## config.mk

```make
export PLATFORM = sky130hd
export DESIGN_NAME = can_bit_timing
export DESIGN_NICKNAME = d
export VERILOG_FILES = /design/src/rtl/can_bt_pkg.sv /design/src/rtl/can_bt_cfg.sv /design/src/rtl/can_bt_presc.sv /design/src/rtl/can_bt_seq.sv /design/src/rtl/can_bit_timing.sv
export SDC_FILE = /design/constraint.sdc
export NUM_CORES = 1
export LEC_CHECK = 0
export CAP_MARGIN = 10
export CORE_MARGIN = 3
export CORE_UTILIZATION = 44
export DETAILED_ROUTE_END_ITERATION = 12
export GPL_TIMING_DRIVEN = 0
export PLACE_DENSITY = 0.59
export SLEW_MARGIN = 10
export SYNTH_ARGS = -nofsm -noshare
export SYNTH_HDL_FRONTEND = slang
export SYNTH_SLANG_ARGS = --single-unit
```

## constraint.sdc

```tcl
create_clock -name clk_i -period 13.8 [get_ports clk_i]
set_input_delay 1.38 -clock clk_i [delete_from_list [all_inputs] [get_ports clk_i]]
set_output_delay 1.38 -clock clk_i [all_outputs]
set_load 0.01 [all_outputs]
```

## src/rtl/can_bt_pkg.sv

```systemverilog
package can_bt_pkg;
  localparam int BRP_W  = 6;
  localparam int SEG_W  = 3;
  localparam int SJW_W  = 2;
  localparam int LEN_W  = 5;
  localparam int EXT_W  = SJW_W + 1;
  localparam int MIN_TQ = 8;
  localparam int MAX_TQ = 25;
  localparam logic [LEN_W-1:0] LEN_ONE = LEN_W'(1);

  typedef enum logic [1:0] {SEG_SYNC, SEG_PROP, SEG_PH1, SEG_PH2} seg_e;

  typedef struct packed {
    logic [BRP_W-1:0] brp;
    logic [LEN_W-1:0] prop_len;
    logic [LEN_W-1:0] ph1_len;
    logic [LEN_W-1:0] ph2_len;
    logic [EXT_W-1:0] sjw_len;
  } bt_cfg_t;
endpackage

```

## src/rtl/can_bt_cfg.sv

```systemverilog
module can_bt_cfg
  import can_bt_pkg::*;
(
  input  logic             clk_i,
  input  logic             rst_ni,
  input  logic             load_i,
  input  logic [BRP_W-1:0] brp_i,
  input  logic [SEG_W-1:0] prs_i,
  input  logic [SEG_W-1:0] phs1_i,
  input  logic [SEG_W-1:0] phs2_i,
  input  logic [SJW_W-1:0] sjw_i,
  output bt_cfg_t          cfg_o,
  output logic             err_o
);
  bt_cfg_t          cfg_d, cfg_q;
  logic             brp_zero, err_d, err_q;
  logic [LEN_W-1:0] total;

  assign brp_zero = (brp_i == '0);

  always_comb begin
    cfg_d.brp      = brp_i;
    cfg_d.prop_len = LEN_W'(prs_i) + LEN_ONE;
    // zero prescaler: move one quantum from phase two into phase one
    cfg_d.ph1_len  = LEN_W'(phs1_i) + LEN_ONE + LEN_W'(brp_zero);
    cfg_d.ph2_len  = LEN_W'(phs2_i) + LEN_ONE - LEN_W'(brp_zero);
    cfg_d.sjw_len  = EXT_W'(sjw_i) + EXT_W'(1);
    total = LEN_ONE + cfg_d.prop_len + cfg_d.ph1_len + cfg_d.ph2_len;
    err_d = (total < LEN_W'(MIN_TQ)) || (total > LEN_W'(MAX_TQ)) ||
            (brp_zero && (phs2_i == '0));
  end

  always_ff @(posedge clk_i or negedge rst_ni) begin
    if (!rst_ni) begin
      cfg_q <= '0;
      err_q <= 1'b1;
    end else if (load_i) begin
      cfg_q <= cfg_d;
      err_q <= err_d;
    end
  end

  assign cfg_o = cfg_q;
  assign err_o = err_q;
endmodule

```

## src/rtl/can_bt_presc.sv

```systemverilog
module can_bt_presc
  import can_bt_pkg::*;
(
  input  logic             clk_i,
  input  logic             rst_ni,
  input  logic             run_i,
  input  logic             restart_i,
  input  logic [BRP_W-1:0] brp_i,
  output logic             tick_o,
  output logic             first_o,
  output logic [BRP_W-1:0] cnt_o
);
  logic [BRP_W-1:0] cnt_q;

  assign tick_o  = run_i && (cnt_q == brp_i);
  assign first_o = (cnt_q == '0);
  assign cnt_o   = cnt_q;

  always_ff @(posedge clk_i or negedge rst_ni) begin
    if (!rst_ni)                   cnt_q <= '0;
    else if (!run_i || restart_i) cnt_q <= '0;
    else if (tick_o)               cnt_q <= '0;
    else                           cnt_q <= cnt_q + BRP_W'(1);
  end
endmodule

```

## src/rtl/can_bt_seq.sv

```systemverilog
module can_bt_seq
  import can_bt_pkg::*;
(
  input  logic             clk_i,
  input  logic             rst_ni,
  input  logic             run_i,
  input  logic             tick_i,
  input  logic             first_i,
  input  logic             hsync_i,
  input  logic             edge_i,
  input  bt_cfg_t          cfg_i,
  output logic             sample_o,
  output logic             tx_pt_o,
  output logic             bit_end_o,
  output seg_e             seg_o,
  output logic [EXT_W-1:0] ext_o
);
  seg_e             seg_q, seg_nx;
  logic [LEN_W-1:0] cnt_q, cnt_inc, sjw_len, q_err, step, ph2_floor, alt;
  logic [LEN_W-1:0] ph1_now, ph2_now, seg_len, cut_len_q;
  logic [EXT_W-1:0] ext_q;
  logic             cut_q, synced_q, resync, early, seg_done;

  assign sjw_len = LEN_W'(cfg_i.sjw_len);
  assign cnt_inc = cnt_q + LEN_ONE;
  assign early   = (seg_q == SEG_PROP) || (seg_q == SEG_PH1);
  assign resync  = run_i && edge_i && !synced_q && (seg_q != SEG_SYNC);

  always_comb begin
    q_err     = (seg_q == SEG_PROP) ? cnt_inc : cfg_i.prop_len + cnt_inc;
    step      = (q_err < sjw_len) ? q_err : sjw_len;
    ph2_floor = (cfg_i.ph2_len > sjw_len) ? cfg_i.ph2_len - sjw_len : '0;
    alt       = (cnt_inc > ph2_floor) ? cnt_inc : ph2_floor;
    ph1_now   = cfg_i.ph1_len + LEN_W'(ext_q) + ((resync && early) ? step : '0);
    ph2_now   = (resync && seg_q == SEG_PH2) ? alt :
                (cut_q ? cut_len_q : cfg_i.ph2_len);
    unique case (seg_q)
      SEG_SYNC: begin seg_len = LEN_ONE;        seg_nx = SEG_PROP; end
      SEG_PROP: begin seg_len = cfg_i.prop_len; seg_nx = SEG_PH1;  end
      SEG_PH1:  begin seg_len = ph1_now;        seg_nx = SEG_PH2;  end
      default:  begin seg_len = ph2_now;        seg_nx = SEG_SYNC; end
    endcase
  end

  assign seg_done  = tick_i && (cnt_q == seg_len - LEN_ONE);
  assign sample_o  = seg_done && (seg_q == SEG_PH1);
  assign bit_end_o = seg_done && (seg_q == SEG_PH2);
  assign tx_pt_o   = run_i && (seg_q == SEG_SYNC) && first_i;
  assign seg_o     = seg_q;
  assign ext_o     = ext_q;

  always_ff @(posedge clk_i or negedge rst_ni) begin
    if (!rst_ni) begin
      seg_q <= SEG_SYNC; cnt_q <= '0; ext_q <= '0;
      cut_q <= 1'b0; cut_len_q <= '0; synced_q <= 1'b0;
    end else if (!run_i || hsync_i) begin
      seg_q <= SEG_SYNC; cnt_q <= '0; ext_q <= '0;
      cut_q <= 1'b0; synced_q <= 1'b0;
    end else begin
      if (resync) begin
        synced_q <= 1'b1;
        if (early) ext_q <= ext_q + EXT_W'(step);
        else begin
          cut_q     <= 1'b1;
          cut_len_q <= alt;
        end
      end
      if (seg_done) begin
        cnt_q <= '0;
        seg_q <= seg_nx;
        if (seg_q == SEG_PH2) begin
          ext_q <= '0; cut_q <= 1'b0; synced_q <= 1'b0;
        end
      end else if (tick_i) begin
        cnt_q <= cnt_inc;
      end
    end
  end
endmodule

```

## src/rtl/can_bit_timing.sv

```systemverilog
module can_bit_timing
  import can_bt_pkg::*;
(
  input  logic             clk_i,
  input  logic             rst_ni,
  input  logic             en_i,
  input  logic             idle_i,
  input  logic             rx_i,
  input  logic [BRP_W-1:0] brp_i,
  input  logic [SEG_W-1:0] prs_i,
  input  logic [SEG_W-1:0] phs1_i,
  input  logic [SEG_W-1:0] phs2_i,
  input  logic [SJW_W-1:0] sjw_i,
  output logic             sample_o,
  output logic             tx_pt_o,
  output logic             cfg_err_o
);
  bt_cfg_t          cfg_q;
  seg_e             seg;
  logic             rx_q, fall, run, hsync, load, bit_end, tick, first;
  logic [BRP_W-1:0] presc_cnt;
  logic [EXT_W-1:0] ph1_ext;

  always_ff @(posedge clk_i or negedge rst_ni) begin
    if (!rst_ni) rx_q <= 1'b1;
    else         rx_q <= rx_i;
  end

  assign fall  = rx_q && !rx_i;
  assign run   = en_i && !cfg_err_o;
  assign hsync = run && idle_i && fall;
  assign load  = !run || bit_end;

  can_bt_cfg i_cfg (
    .clk_i, .rst_ni, .load_i(load), .brp_i, .prs_i, .phs1_i, .phs2_i, .sjw_i,
    .cfg_o(cfg_q), .err_o(cfg_err_o)
  );

  can_bt_presc i_presc (
    .clk_i, .rst_ni, .run_i(run), .restart_i(hsync), .brp_i(cfg_q.brp),
    .tick_o(tick), .first_o(first), .cnt_o(presc_cnt)
  );

  can_bt_seq i_seq (
    .clk_i, .rst_ni, .run_i(run), .tick_i(tick), .first_i(first),
    .hsync_i(hsync), .edge_i(fall && !idle_i), .cfg_i(cfg_q),
    .sample_o, .tx_pt_o, .bit_end_o(bit_end), .seg_o(seg), .ext_o(ph1_ext)
  );
endmodule

```

# Word-level counts from Yosys, hierarchy flattened
# Cells that the tools add are included.
dict set report word_totals {
  register_bits 49
  inputBits 22
  out_inout_bits 3
  wordCells 108
}
dict set report classes {
  add_sub_neg 17
  magnitude_cmp 5
  eq_ne 5
  muxes 30
  bitwise_logic 2
  reduce_logical 35
}
# operator count
set op_table {}
lappend op_table {{$mux W5} 10}
lappend op_table {{$add A5 B5 Y5} 4}
lappend op_table {{$logic_and A1 B1 Y1} 17}
lappend op_table {{$mux W3} 5}
lappend op_table {{$pmux W5 S3} 1}
lappend op_table {{$add A3 B1 Y4 const B} 3}
lappend op_table {{$logic_not A6 Y1} 2}
lappend op_table {{$mux W6} 2}
lappend op_table {{$mux W1} 9}
lappend op_table {{$add A6 B1 Y6 const B} 1}
lappend op_table {{$eq A6 B6 Y1} 1}
lappend op_table {{$pmux W2 S3} 1}
lappend op_table {{$add A1 B5 Y5 const A} 1}
lappend op_table {{$add A5 B1 Y5} 1}
lappend op_table {{$add A5 B1 Y5 const B} 1}
lappend op_table {{$add A5 B3 Y5} 1}
lappend op_table {{$eq A5 B5 Y1} 1}
lappend op_table {{$gt A5 B3 Y1} 1}
lappend op_table {{$gt A5 B5 Y1} 1}
lappend op_table {{$gt A5 B5 Y1 const B} 1}
lappend op_table {{$logic_not A1 Y1} 5}
lappend op_table {{$logic_or A1 B1 Y1} 5}
lappend op_table {{$lt A5 B3 Y1} 1}
lappend op_table {{$lt A5 B4 Y1 const B} 1}
lappend op_table {{14 further kinds} 18}

# Longest topological paths before layout
# Gate-level depths: netlist of the first run.
dict set report depth {
  ltp_word 15
  mapped_depth 28
}

# Cells and area by module
# Synthesis of the first run repeated with hierarchy kept, for this count alone.
dict set report unflattened {
  hier_cells 424
  area_unflattened_um2 4063.9
}
# module instances cells_each area_per_inst_um2 seq_area_each_um2
set modules_own_cells {}
lappend modules_own_cells {can_bt_seq 1 264 2299.7 425.4}
lappend modules_own_cells {can_bt_cfg 1 113 1278.7 551.8}
lappend modules_own_cells {can_bt_presc 1 42 421.7 150.1}
lappend modules_own_cells {can_bit_timing 1 5 63.8 26.3}

# Worst setup path after synthesis of the first run
# OpenSTA, ideal clock, no wires.
dict set report synth_path {
  path_kind {register -> output}
  startpoint {register i_seq.cnt_q[0]}
  endpoint {output sample_o}
  arrival_ns 5.737
  setup_slack_ns 6.683
  path_stages_with_launch 24
  path_buffers 0
  path_cell_list {dfrtp_1 ha_1 xnor2_1 inv_1 ha_1 xnor2_1 nor2_1 a21oi_1 ha_1 nor2b_1 nor4_1 o21ai_0 nor2b_1 fa_1 ha_1 fa_1 a22oi_1 nor2_1 a31oi_4 o311ai_2 a2111oi_4 xnor2_1 nor4_4 and3_1}
}
dict set report synth_via {
  elab_chain_len 12
  word_cells_on_any_way 15
  classes_between {add/sub: 4; order compare: 2; eq/ne: 1; mux: 6; reduce/logical: 2}
}
# element line
set synth_rtl {}
lappend synth_rtl {{start: declaration} can_bt_seq.sv:19} ;# logic [LEN_W-1:0] cnt_q, cnt_inc, sjw_len, q_err, step, ph2_floor, alt;
lappend synth_rtl {{start signal: assignment} can_bt_seq.sv:75} ;# cnt_q <= cnt_inc;
lappend synth_rtl {{$add A5 B1 Y5} can_bt_seq.sv:25} ;# assign cnt_inc = cnt_q + LEN_ONE;
lappend synth_rtl {{$add A5 B5 Y5} can_bt_seq.sv:30} ;# q_err = (seg_q == SEG_PROP) ? cnt_inc : cfg_i.prop_len + cnt_inc;
lappend synth_rtl {{$mux W5} can_bt_seq.sv:30}
lappend synth_rtl {{$lt A5 B3 Y1} can_bt_seq.sv:31} ;# step = (q_err < sjw_len) ? q_err : sjw_len;
lappend synth_rtl {{$mux W5} can_bt_seq.sv:31}
lappend synth_rtl {{$mux W5} can_bt_seq.sv:34} ;# ph1_now = cfg_i.ph1_len + LEN_W'(ext_q) + ((resync && early) ? step : '0);
lappend synth_rtl {{$add A5 B5 Y5} can_bt_seq.sv:34}
lappend synth_rtl {{$pmux W5 S3} can_bt_seq.sv:37} ;# unique case (seg_q)
lappend synth_rtl {{$sub A5 B1 Y5} can_bt_seq.sv:45} ;# assign seg_done = tick_i && (cnt_q == seg_len - LEN_ONE);
lappend synth_rtl {{$eq A5 B5 Y1 *} can_bt_seq.sv:45}
lappend synth_rtl {{$logic_and A1 B1 Y1 *} can_bt_seq.sv:45}
lappend synth_rtl {{$logic_and A1 B1 Y1 *} can_bt_seq.sv:46} ;# assign sample_o = seg_done && (seg_q == SEG_PH1);
lappend synth_rtl {{end: declaration} can_bit_timing.sv:14} ;# output logic sample_o,
# Every way passes the cells marked *; elsewhere a longest branch is shown, timed or not.

# Worst setup path in the final report of the first run
# Ends and elaborated chain as after synthesis.

==> results of run 1 <==
## layout make-up
cell class / count / area, sq um
inverters: 43 / 161
multi-input cells: 327 / 2760
fillers: 833 / 4270
flip-flops and latches: 48 / 1200
clock buffers: 5 / 68.8
plain buffers: 10 / 55.1
clock inverters: 3 / 46.3
repair buffers: 25 / 255
well taps: 126 / 158
## cell families after synthesis
kind of cell,count (synthesis),synth area share [%]
other,1,0.0897
flip-flops,48,28.8
buffers and inverters,53,5.18
AO/OA/AOI/OAI,82,14.4
AND/OR/NAND/NOR,115,14.7
XOR/XNOR,37,7.75
adder cells (fa/ha/maj),52,17.5
multiplexers,40,11.5
## registers in the layout, indices dropped and copies added (netlist names)
| register | flops |
|---|---|
| i_seq.cnt_q | 5 |
| i_presc.cnt_o | 6 |
| rx_q | 1 |
| i_cfg.cfg_o | 23 |
| i_seq.cut_q | 1 |
| i_seq.ext_o | 3 |
| i_seq.synced_q | 1 |
| i_cfg.err_o | 1 |
| i_seq.cut_len_q | 5 |
| i_seq.seg_o | 2 |
## worst max-delay path, cell delays in order (launching register included)
cell and delay (ns):
dfrtp_1 0.53, ha_1 0.32, xnor2_1 0.36, inv_1 0.19, ha_1 0.35, xnor2_1 0.17, nor2_1 0.06, a21oi_1 0.20
ha_1 0.26, nor2b_1 0.13, nor4_1 0.57, o21ai_0 0.34, nor2b_1 0.23, fa_1 0.45, ha_1 0.24, fa_1 0.44
a22oi_1 0.19, nor2_1 0.09, a31oi_4 0.21, o311ai_2 0.18, a2111oi_4 0.44, xnor2_1 0.17, nor4_4 0.46, and3_1 0.22
clkdlybuf4s50_1 0.54
## per-stage QoR
stage / hold slack [ns] / std cells / worst slack (ns) / cell area (sq um) / power [mW]
after floorplan: 0.475 / 428 / 6.68 / 4180 / 0.393
after global placement: 0.498 / 578 / 5.17 / 4580 / 0.461
after detailed placement: 0.505 / 579 / 5.12 / 4590 / 0.467
after CTS: 0.530 / 587 / 4.76 / 4710 / 0.576
after global routing: 0.548 / 587 / 4.26 / 4710 / 0.624
final: 0.525 / 587 / 4.77 / 4710 / 0.574
## cell usage after synthesis, drive strengths merged, types with 3 or more instances
cell type | count | area (sq um)
a31oi | 5 | 61.3
a21oi | 20 | 100
nor2 | 26 | 100
nor3 | 5 | 25.0
nor2b | 7 | 43.8
inv | 43 | 161
nor4 | 5 | 46.3
and2 | 3 | 18.8
dfrtp | 46 | 1150
ha | 41 | 513
nand4 | 6 | 37.5
and3 | 7 | 43.8
fa | 11 | 220
a211oi | 4 | 30.0
mux2i | 17 | 170
mux2 | 23 | 312
buf | 4 | 32.5
nand3 | 17 | 85.1
xor2 | 11 | 96.3
a21o | 6 | 45.0
o22ai | 3 | 18.8
xnor2 | 26 | 228
o21ai | 16 | 80.1
nand2 | 27 | 104
o31ai | 3 | 22.5
clkbuf | 6 | 22.5
## final timing paths
path	startpoint	to	slack, ns	cells after the start
max	i_seq.cnt_q[0]$_DFFE_PN0P_	sample_o	4.77	24
min	i_cfg.cfg_o[10]$_DFFE_PN0P_	i_cfg.cfg_o[10]$_DFFE_PN0P_	0.53	1
max reg2reg	i_seq.cnt_q[0]$_DFFE_PN0P_	i_cfg.cfg_o[14]$_DFFE_PN0P_	6.32	25
min reg2reg	i_cfg.cfg_o[10]$_DFFE_PN0P_	i_cfg.cfg_o[10]$_DFFE_PN0P_	0.53	1
max in group asynchronous	rst_ni	i_cfg.cfg_o[5]$_DFFE_PN0P_	12.20	2
min in group asynchronous	rst_ni	i_presc.cnt_o[2]$_DFF_PN0_	1.06	1
## where the power goes
part           switching [mW]  total [mW]  internal [mW]  leakage, nW
Sequential             0.0191       0.179          0.160        0.615
Combinational           0.161       0.285          0.124         1.47
Clock                  0.0545       0.109         0.0547       0.0548
Total                   0.235       0.574          0.339         2.14
## per-layer routing
metal / part of all wire, % / global-route usage, % / up-vias
met4: 1.0 / 3.19 / 0
met1: 49 / 27.8 / 1546
met5: 0 / 0 / -
met2: 47 / 32.8 / 50
li1: - / - / 1584
met3: 3.1 / 2.62 / 9
==> impl_metrics.py, run 1 <==
metrics = {
    "clock_network": {
        "cts_buffers": 5,
        "clock_sink_count": 48,
        "cts_tree": "yes",
        "cts-root-buf": "clkbuf_8",
        "cts_setup_buffers": 0,
        "path_clk_slew_ns": 0.10,
        "htreeDepth": 2,
        "cts_hold_buf": 0,
        "cts.path.max_buffers": 2,
        "cts-resized-gates": 0,
        "insertion_delay_ns": 0.31,
    },
    "worst_hold_path": {
        "hold_path_class": "flip-flop to flip-flop",
    },
    "detailed_routing": {
        "via_per_inst": 5.43,
        "num_vias": 3189,
        "routedWlPerCell_microns": 16.3,
        "wirelength_microns": 9590,
        "drc": 0,
        "drt-pass1-iter-count": 4,
        "postRouteAntennaNets": 0,
        "drt_iter0_drc": 114,
    },
    "synthesis": {
        "synth_ff_type": "dfrtp_1",
        "synth_edf_count": 0,
        "yosysWarnings": 0,
        "avgSynthCellArea_sq_um": 9.77,
        "syn_nets": 502,
        "synth_area_sq_um": 4180,
        "synth_cell_types": 63,
        "synthCells": 428,
        "ys_ff_latch": 48,
        "yosysSeqAreaShare_pct": 28.8,
        "synthArstFlopShare_pct": 100,
    },
    "global_route": {
        "grt_pass1_wl_microns": 16500,
        "grt_max_degree": 26,
        "first_global_vias": 3250,
        "grt_antenna_before_repair": 0,
        "overflow": 0,
        "gr-usage-all-layers_pct": 19.7,
    },
    "die": {
        "core_area_sq_um": 8980,
        "ios": 25,
        "rows": 34,
        "die_h_microns": 103,
        "initial_core_util_pct": 46.6,
        "die_w_microns": 103,
        "die-area_sq_um": 10700,
    },
    "final_layout": {
        "nets": 534,
        "final_cell_mix": "46 x dfrtp_1, 43 x inv_1, 41 x ha_1",
        "final_common_cell": "dfrtp_1",
        "antenna-diode-count": 0,
        "synthToLayoutAreaGrowth_pct": 12.6,
        "final_core_util_pct": 52.5,
        "drive_above_1_share_pct": 11.3,
    },
    "placed_design": {
        "dp_hpwl_microns": 7830,
        "io_buffers": 24,
        "gp_congestion": 0.840,
    },
    "pwr": {
        "cellPowerDensity_nw_per_um2": 122,
        "ir_drop_mv": 0.0565,
        "p_leak_nw": 2.14,
    },
    "timing": {
        "min_period_ns": 9.03,
        "finalHoldViolCount": 0,
        "slew_violations": 0,
        "fin_crit_sh_pct": 65.5,
        "worst_slew_pin_slew_ns": 0.846,
        "relSlewSlack_pct": 43.2,
        "clock.fmax_ghz": 0.111,
        "fin_tns_setup_ns": 0,
        "clock_skew_ns": 0.0134,
        "grt_setup_unrepaired": "no",
        "setup_viol": 0,
    },
    "worst_setup_path": {
        "crit_fanout": 9,
        "worstSetupPathType": "flip-flop to output port",
        "cp-start-kind": "flip-flop",
        "crit_arrival_ns": 7.65,
        "worst_setup_path_end_kind": "output port",
        "cp_data_required_time_ns": 12.42,
    },
    "job": {
        "drv_cap": 0,
    },
    "outcome": {
        "run_status": "finished, final reports clean",
    },
}
No activity file was read; power rests on OpenSTA's default activity.
==> run 2: changes to the inputs <==
==> constraint.sdc (replaced) <==
create_clock -name clk_i -period 8.8 [get_ports clk_i]
set_input_delay 0.88 -clock clk_i [delete_from_list [all_inputs] [get_ports clk_i]]
set_output_delay 0.88 -clock clk_i [all_outputs]
set_load 0.01 [all_outputs]
==> run 2 against run 1 <==
  * Setup slack worse by 4.2 ns
  * Largest cell class unchanged
  * Die area unchanged
  * Combinational power up 61%
  * Critical endpoint unchanged
  * Largest power group unchanged
==> impl_metrics.py, run 2 (synthesized netlist as in run 1, its figures left out) <==
metrics = {
    "detailed_routing": {
        "drt-pass1-iter-count": 4,
        "via_per_inst": 5.44,
        "routedWlPerCell_microns": 16.3,
        "drt_iter0_drc": 137,
        "wirelength_microns": 9600,
        "drc": 0,
        "postRouteAntennaNets": 0,
        "num_vias": 3193,
    },
    "worst_setup_path": {
        "critPathMostFrequentCell": "ha_1",
        "cp-start-kind": "flip-flop",
        "worstSetupPathType": "flip-flop to output port",
        "r2r_cells": 26,
        "critical-path-top-delay-family": "adder cells",
        "crit_fanout": 9,
        "path_buf_inv": 2,
        "cp_data_required_time_ns": 7.92,
        "regToRegStartpoint": "i_seq.cnt_q[0]$_DFFE_PN0P_",
        "r2r-end": "i_cfg.cfg_o[14]$_DFFE_PN0P_",
        "crit_arrival_ns": 7.34,
        "worst_setup_path_end_kind": "output port",
        "r2r_slack_ns": 1.64,
        "max_stage_delay_ns": 0.54,
        "cp_slowest_cell": "clkdlybuf4s50_1",
    },
    "die": {
        "die-area_sq_um": 10700,
        "rows": 34,
        "die_h_microns": 103,
        "ios": 25,
        "die_w_microns": 103,
        "initial_core_util_pct": 46.6,
        "core_area_sq_um": 8980,
    },
    "timing": {
        "min_period_ns": 8.22,
        "setup_ws_ns": 0.585,
        "fin_crit_sh_pct": 93.4,
        "hold_ws_ns": 0.525,
        "relSlewSlack_pct": 41.6,
        "setup_viol": 0,
        "clock.fmax_ghz": 0.122,
        "fin_tns_setup_ns": 0,
        "worst_slew_pin_slew_ns": 0.870,
        "finalHoldViolCount": 0,
        "grt_setup_unrepaired": "no",
        "slew_violations": 0,
        "clock_skew_ns": 0.0147,
    },
    "placed_design": {
        "pre_cts_ws_ns": 0.620,
        "dp_hpwl_microns": 7830,
        "io_buffers": 24,
        "gp_congestion": 0.840,
        "place_area_sq_um": 4590,
    },
    "worst_hold_path": {
        "worst_hold_path.endpoint": "i_cfg.cfg_o[10]$_DFFE_PN0P_",
        "hp-start": "i_cfg.cfg_o[10]$_DFFE_PN0P_",
        "min_path_cells": 1,
        "hold_path_class": "flip-flop to flip-flop",
    },
    "pwr": {
        "cellPowerDensity_nw_per_um2": 193,
        "ir_drop_mv": 0.0888,
        "power_uw": 910,
        "p_leak_nw": 2.15,
    },
    "final_layout": {
        "synthToLayoutAreaGrowth_pct": 13.0,
        "antenna-diode-count": 0,
        "final_common_cell": "dfrtp_1",
        "final_area_sq_um": 4720,
        "final_cell_mix": "46 x dfrtp_1, 43 x inv_1, 41 x ha_1",
        "largest_register_ffs": 23,
        "drive_above_1_share_pct": 11.5,
        "nets": 534,
    },
    "job": {
        "drv_cap": 0,
    },
    "clock_network": {
        "cts-root-buf": "clkbuf_8",
        "cts_tree": "yes",
        "cts_buffers": 5,
        "cts.path.max_buffers": 2,
        "htreeDepth": 2,
        "path_clk_slew_ns": 0.10,
        "cts_hold_buf": 0,
        "insertion_delay_ns": 0.31,
        "clock_sink_count": 48,
    },
    "global_route": {
        "first_global_vias": 3250,
        "grt_pass1_wl_microns": 16500,
        "overflow": 0,
        "grt_max_degree": 26,
        "gr-usage-all-layers_pct": 19.7,
        "grt_antenna_before_repair": 0,
    },
    "outcome": {
        "run_status": "finished, final reports clean",
    },
}
==> run 2: cell counts in the layout (fill, tap and decap cells not counted) <==
No cell type changed its count.
==> run 2: layout make-up <==
type                    instances  area, sq um
plain buffers                  10         55.1
clock buffers                   5         68.8
clock inverters                 3         46.3
fillers                       833         4250
inverters                      43          161
multi-input cells             327         2780
flip-flops and latches         48         1200
well taps                     126          158
repair buffers                 25          255
==> run 2: where the power goes <==
part / switching [mW] / internal [mW] / total, mW
sequential: 0.0297 / 0.251 / 0.281
combinational: 0.258 / 0.200 / 0.458
clock: 0.0863 / 0.0859 / 0.172
total: 0.374 / 0.536 / 0.910
==> run 2: metal layers <==
layer  part of all wire, %  vias to the layer above  GRT usage, %  wire, microns
li1                      -                     1583             -              -
met1                    49                     1553          27.8           4670
met2                    47                       50          32.8           4520
met3                   3.3                        7          2.62            321
met4                  0.81                        0          3.19             78
met5                     0                        -             0              0
==> run 2: worst register-to-register path: stages, from the launching register on <==
cell and delay, ns:
dfrtp_1 0.53, ha_1 0.33, xnor2_1 0.36, inv_1 0.18, ha_1 0.35, xnor2_1 0.17, nor2_1 0.06, a21oi_1 0.20
ha_1 0.26, nor2b_1 0.16, nor4_4 0.31, nand2_1 0.08, o21ai_0 0.20, nor2b_1 0.23, fa_1 0.44, ha_1 0.24
fa_1 0.44, a22oi_1 0.19, nor2_1 0.09, a31oi_4 0.21, o311ai_2 0.18, a2111oi_4 0.43, xnor2_1 0.17, nor4_4 0.46
a31oi_4 0.23, buf_6 0.25, mux2_4 0.30
==> run 2: timing repair <==
item	4_1_cts	5_1_grt
buffers inserted	0	0
resized for setup	0	2
setup endpoints to repair	0	1
==> run 2: worst max path at each step <==
stage	depth (start not counted)	from	endpoint	slack, ns
floorplan	23	i_seq.cnt_q[0]$_DFFE_PN0P_	sample_o	2.18
global placement	24	i_seq.cnt_q[0]$_DFFE_PN0P_	sample_o	0.67
detailed placement	24	i_seq.cnt_q[0]$_DFFE_PN0P_	sample_o	0.62
CTS	24	i_seq.cnt_q[0]$_DFFE_PN0P_	sample_o	0.26
global route	25	i_seq.cnt_q[0]$_DFFE_PN0P_	sample_o	0.04
finish	25	i_seq.cnt_q[0]$_DFFE_PN0P_	sample_o	0.58
==> run 2: through the flow <==
stage               std cells  utilization (%)
floorplan                 428                -
CTS                       587             52.5
detailed placement        579             51.2
global route              587             52.6
global placement          578             51.0
finish                    587             52.6
